<file path="config.mk">
export PLATFORM = sky130hd
export DESIGN_NAME = pin_rename
export DESIGN_NICKNAME = d
export VERILOG_FILES = /design/src/rtl/pin_rename_pkg.sv /design/src/rtl/rn_freelist.sv /design/src/rtl/rn_history.sv /design/src/rtl/rn_maptable.sv /design/src/rtl/pin_rename.sv
export SDC_FILE = /design/constraint.sdc
export NUM_CORES = 1
export LEC_CHECK = 0
export ABC_AREA = 1
export CAP_MARGIN = 20
export CORE_MARGIN = 4
export CORE_UTILIZATION = 30
export DETAILED_ROUTE_END_ITERATION = 8
export GPL_TIMING_DRIVEN = 0
export MAX_ROUTING_LAYER = met4
export PLACE_DENSITY = 0.47
export SYNTH_ARGS = -nofsm -noshare
export SYNTH_HDL_FRONTEND = slang
export SYNTH_HIERARCHICAL = 1
export SYNTH_SLANG_ARGS = --single-unit
</file>
<file path="constraint.sdc">
create_clock -name clk -period 7.8 [get_ports clk]
set_clock_uncertainty 0.2 [all_clocks]
set_input_delay 2.34 -clock clk [delete_from_list [all_inputs] [get_ports clk]]
set_output_delay 2.34 -clock clk [all_outputs]
set_load 0.01 [all_outputs]
</file>
<file path="src/rtl/pin_rename_pkg.sv">
package pin_rename_pkg;

  typedef enum logic [1:0] {
    RK_ZERO  = 2'd0,
    RK_REUSE = 2'd1,
    RK_FRESH = 2'd2
  } ren_kind_e;

  // completion count loaded at a fresh allocation
  function automatic int fresh_wtc(int pin);
    return pin + 1;
  endfunction

  // pin count after one pinned reuse
  function automatic int drain_one(int cnt);
    return cnt - 1;
  endfunction

  function automatic int ring_inc(int p, int n);
    return (p == n - 1) ? 0 : p + 1;
  endfunction

  function automatic int ring_dec(int p, int n);
    return (p == 0) ? n - 1 : p - 1;
  endfunction

endpackage

</file>
<file path="src/rtl/rn_freelist.sv">
module rn_freelist
  import pin_rename_pkg::*;
#(
  parameter int ARCH_REGS = 8,
  parameter int PHYS_REGS = 16
) (
  input  logic                         clk,
  input  logic                         rst_n,
  input  logic                         pop,
  input  logic                         push,
  input  logic [$clog2(PHYS_REGS)-1:0] push_idx,
  output logic [$clog2(PHYS_REGS)-1:0] head_idx,
  output logic                         empty,
  output logic [$clog2(PHYS_REGS+1)-1:0] count
);
  localparam int IW    = $clog2(PHYS_REGS);
  localparam int CW    = $clog2(PHYS_REGS + 1);
  localparam int NFREE = PHYS_REGS - ARCH_REGS;

  logic [IW-1:0] slot [PHYS_REGS];
  logic [IW-1:0] head, tail;
  logic          push_ok, pop_ok;

  assign empty    = (count == '0);
  assign push_ok  = push && (count != CW'(PHYS_REGS));
  assign pop_ok   = pop && !empty;
  assign head_idx = slot[head];

  always_ff @(posedge clk) begin
    if (!rst_n) begin
      for (int i = 0; i < PHYS_REGS; i++)
        slot[i] <= (i < NFREE) ? IW'(ARCH_REGS + i) : '0;
      head  <= '0;
      tail  <= IW'(NFREE);
      count <= CW'(NFREE);
    end else begin
      if (push_ok) begin
        slot[tail] <= push_idx;
        tail       <= IW'(ring_inc(int'(tail), PHYS_REGS));
      end
      if (pop_ok)
        head <= IW'(ring_inc(int'(head), PHYS_REGS));
      count <= count + CW'(push_ok) - CW'(pop_ok);
    end
  end
endmodule

</file>
<file path="src/rtl/rn_history.sv">
module rn_history
  import pin_rename_pkg::*;
#(
  parameter int ARCH_REGS  = 8,
  parameter int PHYS_REGS  = 16,
  parameter int HIST_DEPTH = 16
) (
  input  logic                          clk,
  input  logic                          rst_n,
  input  logic                          push,
  input  logic [$clog2(ARCH_REGS)-1:0]  push_arch,
  input  logic [$clog2(PHYS_REGS)-1:0]  push_new,
  input  logic [$clog2(PHYS_REGS)-1:0]  push_prev,
  input  logic                          pop_young,
  input  logic                          drop_old,
  output logic [$clog2(ARCH_REGS)-1:0]  y_arch,
  output logic [$clog2(PHYS_REGS)-1:0]  y_new,
  output logic [$clog2(PHYS_REGS)-1:0]  y_prev,
  output logic                          empty,
  output logic                          full,
  output logic [$clog2(HIST_DEPTH+1)-1:0] count
);
  localparam int AW = $clog2(ARCH_REGS);
  localparam int IW = $clog2(PHYS_REGS);
  localparam int HW = $clog2(HIST_DEPTH);
  localparam int CW = $clog2(HIST_DEPTH + 1);

  logic [AW-1:0] h_arch [HIST_DEPTH];
  logic [IW-1:0] h_new  [HIST_DEPTH];
  logic [IW-1:0] h_prev [HIST_DEPTH];
  logic [HW-1:0] head, tail, young;
  logic          do_push, do_drop;

  assign empty   = (count == '0);
  assign full    = (count == CW'(HIST_DEPTH));
  assign young   = HW'(ring_dec(int'(tail), HIST_DEPTH));
  assign y_arch  = h_arch[young];
  assign y_new   = h_new[young];
  assign y_prev  = h_prev[young];
  assign do_push = push && !full;
  assign do_drop = drop_old && !empty;

  always_ff @(posedge clk) begin
    if (!rst_n) begin
      head  <= '0;
      tail  <= '0;
      count <= '0;
    end else if (pop_young) begin
      if (!empty) begin
        tail  <= young;
        count <= count - 1'b1;
      end
    end else begin
      if (do_push) begin
        h_arch[tail] <= push_arch;
        h_new[tail]  <= push_new;
        h_prev[tail] <= push_prev;
        tail         <= HW'(ring_inc(int'(tail), HIST_DEPTH));
      end
      if (do_drop)
        head <= HW'(ring_inc(int'(head), HIST_DEPTH));
      count <= count + CW'(do_push) - CW'(do_drop);
    end
  end
endmodule

</file>
<file path="src/rtl/rn_maptable.sv">
module rn_maptable
  import pin_rename_pkg::*;
#(
  parameter int ARCH_REGS = 8,
  parameter int PHYS_REGS = 16,
  parameter int PIN_W     = 3
) (
  input  logic                         clk,
  input  logic                         rst_n,
  input  logic [$clog2(ARCH_REGS)-1:0] look_arch,
  output logic [$clog2(PHYS_REGS)-1:0] cur_phys,
  output logic [PIN_W-1:0]             cur_cnt,
  output logic [PIN_W:0]               cur_wtc,
  output logic                         cur_flag,
  input  logic                         alloc_en,
  input  logic [$clog2(ARCH_REGS)-1:0] alloc_arch,
  input  logic [$clog2(PHYS_REGS)-1:0] alloc_phys,
  input  logic [PIN_W-1:0]             alloc_pin,
  input  logic                         dec_en,
  input  logic [$clog2(PHYS_REGS)-1:0] dec_phys,
  input  logic                         rest_en,
  input  logic [$clog2(ARCH_REGS)-1:0] rest_arch,
  input  logic [$clog2(PHYS_REGS)-1:0] rest_phys
);
  localparam int IW = $clog2(PHYS_REGS);

  logic [IW-1:0]    amap  [ARCH_REGS];
  logic [PIN_W-1:0] pcnt  [PHYS_REGS];
  logic [PIN_W:0]   wtc   [PHYS_REGS];
  logic             pflag [PHYS_REGS];

  assign cur_phys = amap[look_arch];
  assign cur_cnt  = pcnt[cur_phys];
  assign cur_wtc  = wtc[cur_phys];
  assign cur_flag = pflag[cur_phys];

  always_ff @(posedge clk) begin
    if (!rst_n) begin
      for (int a = 0; a < ARCH_REGS; a++) amap[a] <= IW'(a);
      for (int p = 0; p < PHYS_REGS; p++) begin
        pcnt[p]  <= '0;
        wtc[p]   <= '0;
        pflag[p] <= 1'b0;
      end
    end else begin
      if (alloc_en) begin
        amap[alloc_arch]  <= alloc_phys;
        pcnt[alloc_phys]  <= alloc_pin;
        wtc[alloc_phys]   <= (PIN_W+1)'(fresh_wtc(int'(alloc_pin)));
        pflag[alloc_phys] <= (alloc_pin != '0);
      end
      if (dec_en)
        pcnt[dec_phys] <= PIN_W'(drain_one(int'(pcnt[dec_phys])));
      if (rest_en)
        amap[rest_arch] <= rest_phys;
    end
  end
endmodule

</file>
<file path="src/rtl/pin_rename.sv">
module pin_rename
  import pin_rename_pkg::*;
#(
  parameter int ARCH_REGS  = 8,
  parameter int PHYS_REGS  = 16,
  parameter int PIN_W      = 3,
  parameter int HIST_DEPTH = 16
) (
  input  logic                         clk,
  input  logic                         rst_n,
  input  logic                         ren_valid,
  input  logic [$clog2(ARCH_REGS)-1:0] ren_arch,
  input  logic [PIN_W-1:0]             ren_pin,
  output logic                         ren_stall,
  output logic [$clog2(PHYS_REGS)-1:0] ren_phys,
  output logic [$clog2(PHYS_REGS)-1:0] ren_prev,
  output logic [PIN_W-1:0]             ren_left,
  output logic [PIN_W:0]               ren_wtc,
  output logic                         ren_pinned,
  output logic                         pin_error,
  output logic                         sb_clr_valid,
  output logic [$clog2(PHYS_REGS)-1:0] sb_clr_idx,
  input  logic                         free_valid,
  input  logic [$clog2(PHYS_REGS)-1:0] free_idx,
  input  logic                         squash_valid,
  input  logic                         retire_valid
);
  localparam int AW = $clog2(ARCH_REGS);
  localparam int IW = $clog2(PHYS_REGS);

  logic [IW-1:0]    cur_phys, fl_head, y_new, y_prev;
  logic [AW-1:0]    y_arch;
  logic [PIN_W-1:0] cur_cnt;
  logic [PIN_W:0]   cur_wtc;
  logic             cur_flag, fl_empty, hist_empty, hist_full;
  logic [$clog2(PHYS_REGS+1)-1:0]  fl_count;
  logic [$clog2(HIST_DEPTH+1)-1:0] hist_count;
  ren_kind_e        kind;
  logic             accept, fl_pop, dec_en, rest_en;

  // event decode
  always_comb begin
    if (ren_arch == '0)         kind = RK_ZERO;
    else if (cur_cnt != '0)     kind = RK_REUSE;
    else                        kind = RK_FRESH;
  end

  assign ren_stall = ren_valid &&
                     (squash_valid || hist_full || (kind == RK_FRESH && fl_empty));
  assign accept    = ren_valid && !ren_stall;
  assign fl_pop    = accept && (kind == RK_FRESH);
  assign dec_en    = accept && (kind == RK_REUSE);
  assign rest_en   = squash_valid && !hist_empty && (y_new != y_prev);

  assign ren_phys     = (kind == RK_FRESH) ? fl_head : cur_phys;
  assign ren_prev     = cur_phys;
  assign sb_clr_valid = accept;
  assign sb_clr_idx   = ren_phys;
  assign pin_error    = dec_en && (ren_pin != '0);

  always_comb begin
    case (kind)
      RK_FRESH: begin
        ren_left   = ren_pin;
        ren_wtc    = (PIN_W+1)'(fresh_wtc(int'(ren_pin)));
        ren_pinned = (ren_pin != '0);
      end
      RK_REUSE: begin
        ren_left   = PIN_W'(drain_one(int'(cur_cnt)));
        ren_wtc    = cur_wtc;
        ren_pinned = cur_flag;
      end
      default: begin
        ren_left   = cur_cnt;
        ren_wtc    = cur_wtc;
        ren_pinned = cur_flag;
      end
    endcase
  end

  rn_maptable #(.ARCH_REGS(ARCH_REGS), .PHYS_REGS(PHYS_REGS), .PIN_W(PIN_W)) u_map (
    .clk(clk), .rst_n(rst_n),
    .look_arch(ren_arch), .cur_phys(cur_phys), .cur_cnt(cur_cnt),
    .cur_wtc(cur_wtc), .cur_flag(cur_flag),
    .alloc_en(fl_pop), .alloc_arch(ren_arch), .alloc_phys(fl_head), .alloc_pin(ren_pin),
    .dec_en(dec_en), .dec_phys(cur_phys),
    .rest_en(rest_en), .rest_arch(y_arch), .rest_phys(y_prev)
  );

  rn_freelist #(.ARCH_REGS(ARCH_REGS), .PHYS_REGS(PHYS_REGS)) u_free (
    .clk(clk), .rst_n(rst_n),
    .pop(fl_pop), .push(free_valid), .push_idx(free_idx),
    .head_idx(fl_head), .empty(fl_empty), .count(fl_count)
  );

  rn_history #(.ARCH_REGS(ARCH_REGS), .PHYS_REGS(PHYS_REGS), .HIST_DEPTH(HIST_DEPTH)) u_hist (
    .clk(clk), .rst_n(rst_n),
    .push(accept), .push_arch(ren_arch), .push_new(ren_phys), .push_prev(cur_phys),
    .pop_young(squash_valid), .drop_old(retire_valid && !squash_valid),
    .y_arch(y_arch), .y_new(y_new), .y_prev(y_prev),
    .empty(hist_empty), .full(hist_full), .count(hist_count)
  );
endmodule

</file>
==> flow_summary_export.csv, run 1 <==
group,metric,value,unit
synth,yosys.area_share.adder,0.02108,
sta,hold_viol,0,
sta,maxSlewViolCount,0,
setup_path,timing.critical_path.from_type,"input pin",
layout,fillCellCount,7362,
layout,area.growth.synth_to_final,20.49,%
placement,place_congestion,0.9142,
power,ir_worst_vdd,0.1786,mV
detailed_routing,viasPerCell,4.959,
synth,synth.yosys.warnings,6,
flow_run,cap_violations,0,
setup_path,path_max_fanout,14,
synth,ys_seq_area_frac,0.5602,
sta,setup_slack,0.05852,ns
clock_network,htree_levels,2,
layout,drive_gt1_frac,0.1148,
grt,grt_pass1_wl,109.2,mm
sta,timing.final.crit_period,7.741,ns
layout,nets,2676,
synth,synthCells,2471,
placement,place_ws,-3.166,ns
synth,synth_compound_area_frac,0.07422,
synth,synthSimpleGateAreaFrac,0.2457,
die,start_util,0.3027,
clock_network,cts_tree,"built",
setup_path,timing.rr.start,"u_hist/tail[0]$_SDFFE_PN0P_",
clock_network,hold_buffers,0,
die,die_h,279.3,um
placement,port_buffers,38,
detailed_routing,wl_per_cell,20.17,um
sta,setup_viol,0,
synth,synth_edf_count,384,
detailed_routing,drtAntennaViolNets,0,
clock_network,cts_sinks,426,
power,cellPowerDensity,300.7,mW/mm^2
placement,placed_cell_area,0.02391,mm^2
synth,synth_ff_type,"edfxtp_1",
detailed_routing,vias,17990,
sta,tightest_slew,1.024,ns
sta,max_slew_margin,0.3164,
clock_network,clkTransAtPathRegs,0.06,ns
die,dieArea,0.07802,mm^2
clock_network,clock_path_buffers,3,
power,total_power,8.001,mW
synth,synth-seq-cells,426,
grt,grt_pass1_vias,17570,
setup_path,end_kind,"output pin",
hold_path,hold_depth,2,
clock_network,root_buffer,"clkbuf_16",
setup_path,crit_type,"input pin to output pin",
setup_path,arrival,5.20,ns
sta,max_freq,0.1292,GHz
hold_path,hold_path_class,"flop to flop",
detailed_routing,drc_errors,0,
clock_network,clk_latency,0.61,ns
die,die_x,279.3,um
layout,postLayoutCellArea,0.02661,mm^2
grt,grt-ovfl-total,0,
synth,synth_area_per_cell,8.938,um^2
die,top_level_ports,39,
grt,antenna_found_initial,5,
setup_path,critPathRequiredTime,5.26,ns
die,core,0.07296,mm^2
run_status,status,"finished, final reports clean",
detailed_routing,drt_pass1_iterations,5,
sta,rsz0062_at_grt,"yes",
synth,synth_top_family_by_area,"simple AND/OR/NAND/NOR gates",
detailed_routing,drtIter0Drc,1794,
detailed_routing,drt_wl_total,73.15,mm
synth,yosysTopAreaCellShare,0.5221,
sta,min_period_over_period,0.9925,
synth,synthXorXnorAreaFrac,0.005949,
setup_path,reg2regPathDepth,18,
die,std_cell_rows,99,
synth,syn_area,0.02208,mm^2
synth,yosys.cell_types.count,43,
setup_path,crit_path_start,"ren_arch[0]",
hold_path,min_from,"u_map/pflag[15]$_DFF_P_",
clock_network,numCtsBuffers,49,
synth,synth_top_area_cell,"edfxtp_1",
placement,dp_hpwl,51.64,mm
grt,grt_max_degree,22,
synth,synth_area_leaders,"edfxtp_1 (52%), nand3_1 (8.6%), nand2_1 (7.4%)",
power,leakagePower,10.74,nW
synth,synth-async-reset-ratio,0,
synth,synth_mux_area_frac,0,
synth,synth_fp_nets,2523,
grt,grt_use_total,0.1891,
timing repair:
action / in CTS / in global routing
setup buffers: 31 / 13
pin swaps: 17 / 10
resized for setup: 148 / 31
setup endpoints to repair: 500 / 9
cloned: 3 / 0
registers in the layout, summed over array words and instances, names as in the netlist, named ones only:
signal,cells
u_map/pcnt,48
u_map/wtc,64
u_map/pflag,16
u_free/tail,4
u_hist/tail,4
u_free/head,4
u_map/amap,32
u_hist/h_arch,48
u_free/slot,64
u_free/count,5
u_hist/h_new,64
u_hist/h_prev,64
u_hist/count,5
power breakdown:
group | internal, mW | switching [mW]
Combinational | 0.905 | 1.93
Sequential | 2.65 | 0.0594
Clock | 1.50 | 0.963
Total | 5.05 | 2.95
metrics by stage:
step           hold slack (ns)  std cells  TNS [ns]    util
2_1_floorplan           0.2486       2471         0       -
3_3_place_gp            0.2646       3468   -957.47  0.3244
3_5_place_dp            0.2687       3486   -562.81  0.3278
4_1_cts                 0.2790       3610  -0.01084  0.3618
5_1_grt                 0.2958       3627  -0.06669  0.3647
6_report                0.2816       3627         0  0.3647
cell families after synthesis:
logic type	count (synthesis)
AND/OR/NAND/NOR	1226
buffers and inverters	486
flip-flops	426
AO/OA/AOI/OAI	282
adder cells (fa/ha/maj)	36
XOR/XNOR	15
worst max-delay path: stages:
cell and delay [ns]:
buf_16 0.14, inv_6 0.09, buf_8 0.13, nand2_1 0.05, nand3_1 0.13, nand3_1 0.15, o21ai_4 0.10, buf_12 0.16
buf_12 0.14, nand3_1 0.08, nand3_1 0.10, nand3_2 0.13, nand2_2 0.12, inv_2 0.06, ha_2 0.19, ha_4 0.19
buf_4 0.15, a21oi_4 0.14, buf_12 0.13, inv_1 0.03, o21ai_0 0.17, clkdlybuf4s15_1 0.27
layout make-up:
| type | instances | area [um^2] | area share |
|---|---|---|---|
| clock inverters | 31 | 387.9 | 0.01458 |
| multi-input cells | 1559 | 7874 | 0.2959 |
| plain buffers | 117 | 899.6 | 0.03381 |
| flip-flops and latches | 426 | 12370 | 0.4649 |
| diodes | 3 | 7.507 | 0.0002821 |
| repair buffers | 104 | 1112 | 0.04180 |
| well taps | 959 | 1200 | 0.04509 |
| clock buffers | 61 | 1353 | 0.05083 |
| inverters | 367 | 1404 | 0.05276 |
worst paths after layout:
kind	slack (ns)	endpoint
max	0.06	ren_left[2]
min	0.28	u_map/pflag[15]$_DFF_P_
max reg2reg	2.91	u_map/amap[3][3]$_DFFE_PP_
min reg2reg	0.28	u_map/pflag[15]$_DFF_P_
cell usage in the layout, fill, tap and decap left out, types with 38 or more instances in the layout:
cell	n
buf_4	66
clkbuf_16	50
dfxtp_1	42
edfxtp_1	384
inv_1	353
nand2_1	418
nand3_1	373
nand3b_1	48
nor2_1	324
o21ai_0	153
o22ai_1	38
Yosys cell counts, types with 2 or more instances:
cell type and number:
buf_4 23, a31oi_1 2, o21ai_1 11, buf_6 8, nand3_2 3, a22oi_1 11
nand3_1 379, nand2_8 2, nand2_1 433, nand2_4 2, a211oi_1 2, inv_2 9
ha_1 34, o221ai_1 7, nand3b_1 48, dfxtp_1 42, inv_4 2, nor3_1 7
xor2_1 11, nor2_2 4, clkbuf_1 32, o21ai_0 154, o22ai_1 38, inv_1 355
buf_1 4, fa_1 2, nor2_1 324, nor2_4 5, buf_2 51, a21oi_1 18
xnor2_1 4, edfxtp_1 384, nand4_1 5, o21ai_2 5, o211ai_1 30, nand2_2 13
per-layer routing:
metal,part of all wire,global-route usage,wire length [um]
met2,0.48,0.3138,35290
met4,0.032,0.06239,2350
met5,0,-,0
met1,0.42,0.2372,30820
met3,0.064,0.02984,4692
(Power assumes the default switching activity.)
==> run 2, diff against run 1 <==
Settings changed: SETUP_SLACK_MARGIN from default to 0.15.
==> flow_summary_export.csv, run 2 (synthesis results as in run 1) <==
group,metric,value,unit
run_status,status,"finished, final reports clean",
power,ir_worst_vdd,0.2081,mV
setup_path,reg2regPathDepth,18,
setup_path,arrival,5.07,ns
setup_path,r2r_setup_slack,2.87,ns
setup_path,crit_buf_inv,12,
setup_path,timing.critical_path.from_type,"input pin",
sta,setup_slack,0.1917,ns
die,die_h,279.3,um
grt,grt_use_total,0.1924,
placement,place_ws,-3.289,ns
die,core,0.07296,mm^2
clock_network,cts_sinks,426,
placement,dpl.cell_count,3485,
detailed_routing,drtAntennaViolNets,0,
sta,max_slew_margin,0.2032,
clock_network,root_buffer,"clkbuf_16",
placement,placed_cell_area,0.02388,mm^2
setup_path,critPathRequiredTime,5.26,ns
layout,instances_no_fill,3653,
grt,grt_pass1_vias,17860,
die,die_x,279.3,um
detailed_routing,drt_pass1_iterations,6,
power,cellPowerDensity,296.8,mW/mm^2
layout,utilization,0.3691,
setup_path,critPathMaxStageDelay,0.21,ns
sta,finalHoldWorstSlack,0.2777,ns
power,leakagePower,10.89,nW
setup_path,timing.rr.start,"u_hist/tail[0]$_SDFFE_PN0P_",
power,total_power,7.994,mW
layout,area.growth.synth_to_final,21.95,%
sta,rsz0062_at_grt,"no",
grt,antenna_found_initial,3,
setup_path,path_max_fanout,7,
die,dieArea,0.07802,mm^2
placement,place_congestion,0.9314,
setup_path,end_kind,"output pin",
placement,dp_hpwl,52.09,mm
sta,setup_tns,0,ns
sta,min_period_over_period,0.9754,
sta,maxSlewViolCount,0,
die,std_cell_rows,99,
sta,setup_viol,0,
grt,grt-ovfl-total,0,
setup_path,path_delay_family,"buffers and inverters",
hold_path,hold_path_class,"flop to flop",
flow_run,cap_violations,0,
die,start_util,0.3027,
clock_network,clkTransAtPathRegs,0.06,ns
layout,final_cell_mix,"nand2_1 (411), edfxtp_1 (384), nand3_1 (364)",
setup_path,slowest_stage,"ha_4",
die,top_level_ports,39,
sta,timing.final.crit_period,7.608,ns
clock_network,clock_path_buffers,3,
layout,postLayoutCellArea,0.02693,mm^2
detailed_routing,drtIter0Drc,1708,
hold_path,min_from,"u_map/pflag[0]$_DFF_P_",
clock_network,htree_levels,2,
setup_path,crit_type,"input pin to output pin",
clock_network,cts_tree,"built",
detailed_routing,viasPerCell,5.034,
setup_path,cpMostUsedCell,"buf_12",
clock_network,clk_latency,0.61,ns
layout,nets,2705,
sta,tightest_slew,1.194,ns
hold_path,holdPathEnd,"u_map/pflag[0]$_DFF_P_",
setup_path,crit-reg2reg-capture,"u_map/amap[3][1]$_DFFE_PP_",
layout,drive_gt1_frac,0.1360,
hold_path,hold_depth,2,
sta,max_freq,0.1314,GHz
grt,grt_pass1_wl,111.4,mm
grt,grt_max_degree,22,
layout,layout_commonest_cell,"nand2_1",
detailed_routing,drt_wl_total,75.27,mm
setup_path,path_cells,"buf_12, buf_8, clkinvlp_4, buf_4, o21ai_0, o22ai_1, nand2_2, o21ai_4, buf_12, buf_12, buf_4, nand3_1, nand2_2, inv_2, ha_4, nand2_8, buf_12, nand2_8, nand2_8, buf_6, buf_4, buf_6",
detailed_routing,vias,18390,
detailed_routing,wl_per_cell,20.61,um
clock_network,hold_buffers,0,
clock_network,numCtsBuffers,48,
sta,hold_viol,0,
detailed_routing,drc_errors,0,
placement,port_buffers,38,
[run 2: cell types whose count changed in the layout (fill, tap and decap cells not counted), moves of 5 or more]
cell,change
inv_1,-5
dlygate4sd2_1,-10
nand3_1,-9
nand3_2,+9
nand2_1,-7
buf_4,+23
buf_12,+11
buf_2,+9
clkbuf_8,+5
[run 2: worst register-to-register path, cell delays in order, from the launching register on]
cell,delay (ns)
dfxtp_1,0.54
inv_2,0.08
buf_2,0.21
buf_2,0.24
ha_1,0.35
clkbuf_1,0.45
o21ai_0,0.16
o21ai_0,0.35
o21ai_1,0.12
o21ai_1,0.41
xor2_1,0.18
nor2_1,0.08
a21oi_1,0.20
nand2_1,0.10
nor2_1,0.29
inv_1,0.08
nor2_1,0.26
inv_1,0.13
nand3_1,0.19
[run 2: how the worst max path moves through the flow]
stage / slack [ns] / to / start / cells after the start
3_3_place_gp: -3.27 / sb_clr_idx[0] / ren_arch[0] / 19
3_5_place_dp: -3.29 / sb_clr_idx[3] / ren_arch[0] / 19
5_1_grt: 0.14 / sb_clr_idx[0] / ren_arch[1] / 23
4_1_cts: 0.14 / sb_clr_idx[0] / ren_arch[0] / 24
2_1_floorplan: 0.28 / sb_clr_idx[3] / ren_arch[0] / 21
6_report: 0.19 / sb_clr_idx[0] / ren_arch[1] / 22
[run 2: per-layer routing]
metal / global-route usage / up-vias / wire, um
li1: - / 8653 / -
met2: 0.3248 / 672 / 36870
met5: - / - / 0
met4: 0.05004 / 0 / 1782
met3: 0.02434 / 127 / 4497
met1: 0.2461 / 8938 / 32130
[run 2: cell type report]
type / count / area, um^2
fill: 7305 / 46030
sequential: 426 / 12370
multi-input combinational: 1560 / 7989
inverter: 367 / 1414
clock buffer: 68 / 1386
timing repair buffer: 131 / 1294
tap: 959 / 1200
buffer: 119 / 996.0
clock inverter: 21 / 276.5
antenna: 2 / 5.005
[run 2: where the power goes]
group | internal, mW | total, mW | switching [mW]
Clock | 1.41 | 2.37 | 0.957
Sequential | 2.65 | 2.71 | 0.0603
Combinational | 0.946 | 2.92 | 1.97
Total | 5.01 | 7.99 | 2.99
[run 2: timing repair]
action | 4_1_cts | 5_1_grt
gates resized for setup | 226 | 46
endpoints found under the hold margin | 0 | 0
setup endpoints to repair | 537 | 19
pin swaps | 20 | 17
buffers inserted | 50 | 19
gates cloned | 5 | 1
==> run 3, diff against run 2 <==
Settings changed: SKIP_CTS_REPAIR_TIMING from default to 1.
==> flow_summary_export.csv, run 3 (synthesis results as in run 1) <==
group,metric,value,unit
power,cellPowerDensity,294.8,mW/mm^2
detailed_routing,drt_pass1_iterations,5,
power,leakagePower,11.15,nW
layout,drive_gt1_frac,0.1440,
detailed_routing,wl_met2,36.92,mm
sta,rsz0062_at_grt,"yes",
flow_run,cap_violations,0,
detailed_routing,drtAntennaViolNets,0,
layout,final_cell_mix,"nand2_1 (408), edfxtp_1 (384), nand3_1 (350)",
run_status,status,"finished, final reports clean",
grt,antenna_found_initial,3,
setup_path,timing.critical_path.from_type,"input pin",
clock_network,root_buffer,"clkbuf_16",
layout,nets,2721,
grt,grt-ovfl-total,0,
setup_path,arrival,5.16,ns
sta,maxSlewViolCount,0,
sta,max_freq,0.1299,GHz
die,start_util,0.3027,
detailed_routing,vias,18360,
detailed_routing,highest_layer,"met4",
die,dieArea,0.07802,mm^2
placement,port_buffers,38,
sta,setup_slack,0.1021,ns
die,die_h,279.3,um
sta,min_period_over_period,0.9869,
clock_network,cts_sinks,426,
sta,hold_viol,0,
clock_network,htree_levels,2,
placement,dp_hpwl,52.09,mm
detailed_routing,viasPerCell,5.003,
detailed_routing,drc_errors,0,
power,ir_worst_vdd,0.2117,mV
detailed_routing,drt_wl_total,75.47,mm
setup_path,crit_type,"input pin to output pin",
power,intPower,5.035,mW
power,p_comb_frac,0.370,
detailed_routing,wl_per_cell,20.57,um
detailed_routing,m1WireLength,32.41,mm
grt,grt_pass1_wl,108.7,mm
grt,grt_pass1_vias,17550,
setup_path,path_max_fanout,8,
detailed_routing,dr_wl_met3,4.468,mm
layout,fillCellCount,7266,
layout,layout_commonest_cell,"nand2_1",
sta,setup_viol,0,
clock_network,cts_tree,"built",
power,p_sw_frac,0.3746,
die,die_x,279.3,um
power,pwr-share-clk,0.293,
grt,grt_max_degree,32,
sta,tightest_slew,1.184,ns
clock_network,numCtsBuffers,48,
die,core,0.07296,mm^2
power,p_sw,3.016,mW
die,std_cell_rows,99,
grt,grt_use_total,0.1872,
layout,utilization,0.3743,
hold_path,hold_path_class,"flop to flop",
clock_network,clk_latency,0.62,ns
clock_network,clock_path_buffers,3,
layout,multi_input_area,0.008134,mm^2
clock_network,clkTransAtPathRegs,0.06,ns
placement,place_congestion,0.9314,
setup_path,end_kind,"output pin",
sta,timing.final.crit_period,7.698,ns
power,pwr-share-seq,0.337,
die,top_level_ports,39,
layout,area.growth.synth_to_final,23.66,%
detailed_routing,drtIter0Drc,1842,
sta,max_slew_margin,0.2099,
setup_path,critPathRequiredTime,5.26,ns
placement,place_ws,-3.289,ns
layout,regArea,0.01237,mm^2
==> run 3: changes by cell type in the layout (fill, tap and decap cells not counted), moves of 6 or more <==
cell	before	now
buf_8	6	14
clkbuf_16	49	55
buf_2	32	24
dlymetal6s2s_1	0	13
buf_6	37	29
nand3_2	16	27
nand3_1	364	350
buf_4	89	97
==> run 3: final timing paths <==
check,startpoint,end,slack [ns],depth (start not counted)
setup / recovery,ren_arch[1],sb_clr_idx[0],0.10,24
hold / removal,u_map/pflag[0]$_DFF_P_,u_map/pflag[0]$_DFF_P_,0.28,2
setup reg to reg,u_hist/tail[0]$_SDFFE_PN0P_,u_map/amap[3][1]$_DFFE_PP_,2.82,18
hold reg to reg,u_map/pflag[0]$_DFF_P_,u_map/pflag[0]$_DFF_P_,0.28,2
==> run 3: through the flow <==
step                      cells  power [mW]  setup TNS [ns]  area [um^2]  hold slack (ns)
after global placement     3468       5.394         -668.09        23670           0.2638
after floorplan            2471       4.393               0        22090           0.2486
final                      3669       8.052               0        27310           0.2765
after detailed placement   3485       5.410         -579.23        23880           0.2678
after global routing       3669       8.451               0        27310           0.2997
after CTS                  3574       7.800         -230.77        25540           0.2806
==> run 3: area by class of cell <==
class | instances | share of cell area
flip-flops and latches | 426 | 0.4530
multi-input cells | 1562 | 0.2978
repair buffers | 145 | 0.05507
inverters | 367 | 0.05172
clock buffers | 68 | 0.05076
well taps | 959 | 0.04393
plain buffers | 119 | 0.03738
clock inverters | 21 | 0.01012
diodes | 2 | 0.0001833
==> run 3: power by group through the flow <==
| stage | Combinational [mW] | Clock (mW) | Sequential, mW |
|---|---|---|---|
| after floorplan | 1.66 | 0 | 2.74 |
| after global placement | 2.63 | 0 | 2.76 |
| after detailed placement | 2.65 | 0 | 2.76 |
| after CTS | 2.66 | 2.43 | 2.71 |
| after global routing | 3.21 | 2.52 | 2.72 |
| final | 2.98 | 2.36 | 2.71 |
==> run 3: critical path, cell delays in order <==
cell and delay (ns):
buf_12 0.09, buf_8 0.12, clkinvlp_4 0.15, buf_6 0.17, nand3_4 0.08, nand3_4 0.15, nand2_4 0.12, buf_12 0.15
buf_12 0.13, nand2_1 0.05, nand3_1 0.10, nand3_2 0.10, nand3_4 0.11, nand2_4 0.07, inv_2 0.07, ha_4 0.13
ha_4 0.18, nand2_8 0.09, buf_12 0.17, nand2_8 0.08, nand2_8 0.06, buf_4 0.16, buf_4 0.13, clkbuf_2 0.12
==> run 3: routing by layer <==
metal / up-vias / global-route usage
met5: - / -
met2: 609 / 0.3187
met4: 0 / 0.04666
met1: 8950 / 0.2379
li1: 8686 / -
met3: 111 / 0.02409
